`src/rtl/arinc_tx_pkg.sv`:
```
package arinc_tx_pkg;
  // strobes from the sequencer to the datapath, valid for one clock
  typedef struct packed {
    logic loadFirst;   // capture the half sent first
    logic loadSecond;  // capture the upper half
    logic transfer;    // move the staging buffer into the serializer
    logic shift;       // advance the serializer by one bit
  } txStrobe_t;
endpackage

```
`src/rtl/arinc_tx_ctrl.sv`:
```
module arinc_tx_ctrl
  import arinc_tx_pkg::*;
#(
  parameter int WORD_W = 32,
  parameter int GAP_BITS = 4,
  localparam int POS_W = $clog2(WORD_W + GAP_BITS)
) (
  input  logic             clk,
  input  logic             rstN,
  input  logic             writeN,
  input  logic             hostSel,
  output txStrobe_t        strobe,
  output logic             bufFull,
  output logic             dataPhase,
  output logic [POS_W-1:0] bitPos
);
  localparam logic [POS_W-1:0] LAST_POS = POS_W'(WORD_W + GAP_BITS - 1);
  localparam logic [POS_W-1:0] WORD_END = POS_W'(WORD_W);

  logic writeQ;
  logic accept;
  logic lastGap;

  // previous sample of the strobe, for the rising-edge detect
  always_ff @(posedge clk or negedge rstN) begin
    if (!rstN) writeQ <= 1'b1;
    else       writeQ <= writeN;
  end

  assign accept    = writeN & ~writeQ & ~bufFull;
  assign lastGap   = (bitPos == LAST_POS);
  assign dataPhase = (bitPos < WORD_END);

  always_comb begin
    strobe.loadFirst  = accept & hostSel;
    strobe.loadSecond = accept & ~hostSel;
    strobe.transfer   = lastGap & bufFull;
    strobe.shift      = dataPhase;
  end

  // position: 0..WORD_W-1 data bits, then the gap; it waits on the last gap bit
  always_ff @(posedge clk or negedge rstN) begin
    if (!rstN) begin
      bitPos <= LAST_POS;
    end else if (lastGap) begin
      if (bufFull) bitPos <= '0;
    end else begin
      bitPos <= bitPos + 1'b1;
    end
  end

  always_ff @(posedge clk or negedge rstN) begin
    if (!rstN)                  bufFull <= 1'b0;
    else if (strobe.transfer)   bufFull <= 1'b0;
    else if (strobe.loadSecond) bufFull <= 1'b1;
  end
endmodule

```
`src/rtl/arinc_tx_path.sv`:
```
module arinc_tx_path
  import arinc_tx_pkg::*;
#(
  parameter int HALF_W = 16,
  localparam int WORD_W = 2 * HALF_W
) (
  input  logic              clk,
  input  logic              rstN,
  input  logic [HALF_W-1:0] hostData,
  input  logic              parityEn,
  input  txStrobe_t         strobe,
  output logic              txBit
);
  logic [WORD_W-1:0] bufReg;
  logic [WORD_W-1:0] shiftReg;
  logic              topBit;

  always_ff @(posedge clk or negedge rstN) begin
    if (!rstN) begin
      bufReg <= '0;
    end else begin
      if (strobe.loadFirst)  bufReg[HALF_W-1:0]      <= hostData;
      if (strobe.loadSecond) bufReg[WORD_W-1:HALF_W] <= hostData;
    end
  end

  // odd parity over the lower 31 bits, or the stored top data bit
  assign topBit = parityEn ? ~^bufReg[WORD_W-2:0] : bufReg[WORD_W-1];

  always_ff @(posedge clk or negedge rstN) begin
    if (!rstN)                shiftReg <= '0;
    else if (strobe.transfer) shiftReg <= {topBit, bufReg[WORD_W-2:0]};
    else if (strobe.shift)    shiftReg <= {1'b0, shiftReg[WORD_W-1:1]};
  end

  assign txBit = shiftReg[0];
endmodule

```
`src/rtl/arinc_word_tx.sv`:
```
module arinc_word_tx
  import arinc_tx_pkg::*;
#(
  parameter int HALF_W = 16,
  parameter int GAP_BITS = 4,
  parameter int SYNC_BIT = 8
) (
  input  logic              clk,
  input  logic              rstN,
  input  logic [HALF_W-1:0] hostData,
  input  logic              hostSel,
  input  logic              writeN,
  input  logic              parityEn,
  output logic              readyOut,
  output logic              lineHi,
  output logic              lineLo,
  output logic              nrzData,
  output logic              syncN
);
  localparam int WORD_W = 2 * HALF_W;
  localparam int POS_W = $clog2(WORD_W + GAP_BITS);
  localparam logic [POS_W-1:0] SYNC_POS = POS_W'(SYNC_BIT - 1);

  txStrobe_t        strobe;
  logic             bufFull;
  logic             dataPhase;
  logic [POS_W-1:0] bitPos;
  logic             txBit;

  arinc_tx_ctrl #(.WORD_W(WORD_W), .GAP_BITS(GAP_BITS)) uCtrl (
    .clk(clk), .rstN(rstN), .writeN(writeN), .hostSel(hostSel),
    .strobe(strobe), .bufFull(bufFull), .dataPhase(dataPhase), .bitPos(bitPos)
  );

  arinc_tx_path #(.HALF_W(HALF_W)) uPath (
    .clk(clk), .rstN(rstN), .hostData(hostData), .parityEn(parityEn),
    .strobe(strobe), .txBit(txBit)
  );

  assign readyOut = ~bufFull;
  assign nrzData  = dataPhase & txBit;
  // return to zero: drive only in the clock-high half of each data bit
  assign lineHi   = dataPhase & txBit & clk;
  assign lineLo   = dataPhase & ~txBit & clk;
  assign syncN    = ~(dataPhase & (bitPos == SYNC_POS) & ~clk);
endmodule

```
`config.mk`:
```
export PLATFORM = sky130hd
export DESIGN_NAME = arinc_word_tx
export DESIGN_NICKNAME = d
export VERILOG_FILES = /design/src/rtl/arinc_tx_pkg.sv /design/src/rtl/arinc_tx_ctrl.sv /design/src/rtl/arinc_tx_path.sv /design/src/rtl/arinc_word_tx.sv
export SDC_FILE = /design/constraint.sdc
export NUM_CORES = 1
export LEC_CHECK = 0
export CORE_AREA = 3 3 111 113
export CTS_CLUSTER_DIAMETER = 150
export DETAILED_ROUTE_END_ITERATION = 8
export DIE_AREA = 0 0 114 116
export PLACE_DENSITY = 0.53
export SLEW_MARGIN = 20
export SYNTH_ARGS = -nofsm -noshare
export SYNTH_HDL_FRONTEND = slang
export SYNTH_HIERARCHICAL = 1
export SYNTH_SLANG_ARGS = --single-unit
export TNS_END_PERCENT = 100
```
`constraint.sdc`:
```
create_clock -name clk -period 3.9 [get_ports clk]
set_input_delay 0.78 -clock clk [delete_from_list [all_inputs] [get_ports clk]]
set_output_delay 0.78 -clock clk [all_outputs]
set_load 0.01 [all_outputs]
```
==> impl_metrics.yaml <==
run_status:
  status: "complete, no violations"
sta:
  finalWorstSetupSlack_ns: 0.211
  worst_slew_pin_slew_ns: 0.589
  rsz0062_at_grt: "false"
  finalHoldViolations: 0
  setup_tns_ns: 0
  slew_headroom_pct: 60.7
  fin_skew_ns: 0.00643
  setup_viol: 0
  slew_viol_final: 0
global_routing:
  antenna_found_initial: 0
  grt_max_degree: 73
  grt_pass1_vias: 2359
  grtUsageTotal_pct: 11.5
  grt_pass1_wl_mm: 11.7
  grt_remaining_overflow: 0
drt:
  via_per_inst: 4.60
  route.met3.wl_um: 258
  wl_per_cell_um: 14.8
  met1_length_mm: 3.16
  postRouteAntennaNets: 0
  highest_layer: "met4"
  drtPass1Iterations: 4
  wl_met2_mm: 3.24
  drc: 0
  wirelength_mm: 6.72
  num_vias: 2094
  first_iter_violations: 140
worst_setup_path:
  rr_worst_depth: 7
  cp-endpoint: "syncN"
  r2r_setup_slack_ns: 1.47
  critPathRequiredTime_ns: 3.12
  worst_ep_arrival_time_ns: 2.91
  crit_path_cell_trace: "clkbuf_16 -> clkbuf_16 -> nor2b_1 -> nand4_1 -> clkdlybuf4s50_1"
  startpoint: "clk"
  r2r_start: "uCtrl/bitPos[0]"
  crit_fanout: 2
  crit_path_max_incr_delay_ns: 0.49
  endpoint_kind: "primary output"
  crit_path_top_delay_cell: "clkdlybuf4s50_1"
  r2r-end: "uPath/shiftReg[4]"
  crit_top_cell: "clkbuf_16"
  crit_path_start_kind: "clock port"
  worstSetupPathType: "clk2out"
cells_and_area:
  multi_input_area_um2: 1530
  syn2layout_area_growth_pct: 26.7
  nFillCells: 1156
  design_area_um2: 4290
  final-seq-area_um2: 1810
  drive_gt1_share_pct: 22.4
  nets: 328
  n_antenna_cell: 0
  utilization_pct: 37.6
power:
  power_frac_comb_pct: 32.9
  p_leak_uw: 0.00198
  switching_share_pct: 28.7
  clkPwrFrac_pct: 33.8
  p_per_area_nw_per_um2: 892
  peakVddDrop_mv: 0.427
  p_seq_share_pct: 33.3
  p_int_uw: 2730
  total_power_uw: 3830
  switchingPower_uw: 1100
place:
  place_hpwl_mm: 4.36
  dpl_cell_area_um2: 3820
  port-buffer-count: 25
  gp_congestion: 0.717
  pre_cts_ws_ns: 0.526
floorplanning:
  die_height_um: 116
  row_count: 39
  die_area_um2: 13200
  core_um2: 11400
  start_util_pct: 29.7
  ios: 26
  die_x_um: 114
synth:
  synthesis.nets: 299
  synth.distinct_cells: 33
  syn_avg_cell_area_um2: 12.2
  synth_top_cell_by_area: "dfrtp_1"
  ys_ff_latch: 72
  synth_area_leaders: "dfrtp_1 (50%), mux2_2 (11%), mux2i_1 (9.2%), xnor2_1 (5.2%), nand2_1 (3.7%)"
  yosysWarnings: 6
  synth_cells: 277
  ys_seq_area_share_pct: 53.3
  synth_top_area_share_pct: 50.2
  syn_area_um2: 3390
clock_network:
  path_clk_slew_ns: 0.06
  worstSkewPairLatency_ns: 0.44
  cts_hold_buf: 0
  cts_resized: 0
  cts_setup_buffers: 0
  cts_tree: "yes"
worst_hold_path:
  hp-class: "in2async"
job:
  cap_violations: 0
layer usage:
layer / GRT usage, % / vias up
met5: 0 / -
met3: 4.33 / 7
met4: 4.91 / 0
met1: 14.7 / 1030
met2: 17.4 / 39
li1: - / 1018
through the flow:
stage,std cells,hold slack (ns)
floorplan,277,0.449
CTS,455,0.370
finish,455,0.334
global placement,434,0.470
global route,455,0.384
detailed placement,434,0.495
cells in the final DEF, fill, tap and decap left out, drive strengths merged, types with 3 or more instances in the layout:
master | netlist | routed
nand2 | 33 | 33
o21ai | 34 | 34
a21oi | 3 | 3
mux2 | 33 | 33
buf | 4 | 6
xnor3 | 4 | 4
nor2b | 3 | 3
dfstp | 4 | 4
mux2i | 31 | 31
clkinv | 0 | 3
nor2 | 4 | 4
bufinv | 0 | 4
clkdlybuf4s50 | 0 | 24
clkbuf | 12 | 14
dfrtp | 68 | 68
xnor2 | 22 | 22
cell usage after synthesis:
library cell and n:
dfrtp_1 68, and2_1 2, mux2i_1 31, nor2b_1 2, nand4_1 2, o21ai_1 10, nor4b_2 2, mux2_2 32
nor2b_4 1, a21oi_1 3, nand2b_1 1, buf_4 1, clkbuf_1 12, xnor3_1 4, xnor2_1 20, nor2_1 4
nand3_1 2, a211oi_1 1, nor4bb_1 1, and3_1 1, or2b_1 1, nor3b_2 1, a21o_1 1, dfstp_2 4
ha_1 1, xor2_1 2, xnor2_2 2, o21ai_0 24, nand2_1 33, buf_2 3, inv_1 2, mux2_1 1
nand4bb_1 2
cell type report:
class | instances | area share (%)
clock buffer | 17 | 8.37
clock inverter | 7 | 3.32
inverter | 2 | 0.175
multi-input combinational | 187 | 35.7
sequential | 72 | 42.1
tap | 143 | 4.17
timing repair buffer | 27 | 6.18
worst max-delay path: cells and delay by family:
family / cells / cell delay (ns)
simple gates: 2 / 0.21
buf+inv: 3 / 0.75
state kept, by name, indices dropped and copies added (netlist names):
register / flops
uCtrl/bufFull: 1
uCtrl/writeQ: 1
uPath/bufReg: 32
uPath/shiftReg: 32
uCtrl/bitPos: 6
cells by family (layout without fill, tap and decap cells):
group           count (synthesis)  in the layout  share of synthesized area (%)
xor+xnor                       28             28                           9.31
compound gates                 39             39                           5.91
fa+ha+maj                       1              1                          0.369
buf+inv                        18             53                           2.22
flops                          72             72                           53.3
simple gates                   55             55                           8.72
mux                            64             64                           20.1
power groups by stage:
stage          clock [uW]  sequential (uW)  combinational [uW]
6_report             1290             1280                1260
3_5_place_dp         63.6             1290                1270
3_3_place_gp         63.6             1280                1250
4_1_cts              1330             1280                1290
5_1_grt              1370             1320                1390
2_1_floorplan        30.4             1210                1020
how the worst min path moves through the flow:
stage	to	slack (ns)
after detailed placement	uPath/shiftReg[31]	0.49
after CTS	uPath/shiftReg[17]	0.37
after global routing	uPath/bufReg[2]	0.38
after floorplan	uPath/shiftReg[31]	0.45
after global placement	uPath/shiftReg[31]	0.47
final	uPath/bufReg[2]	0.33
(Power assumes the default switching activity.)
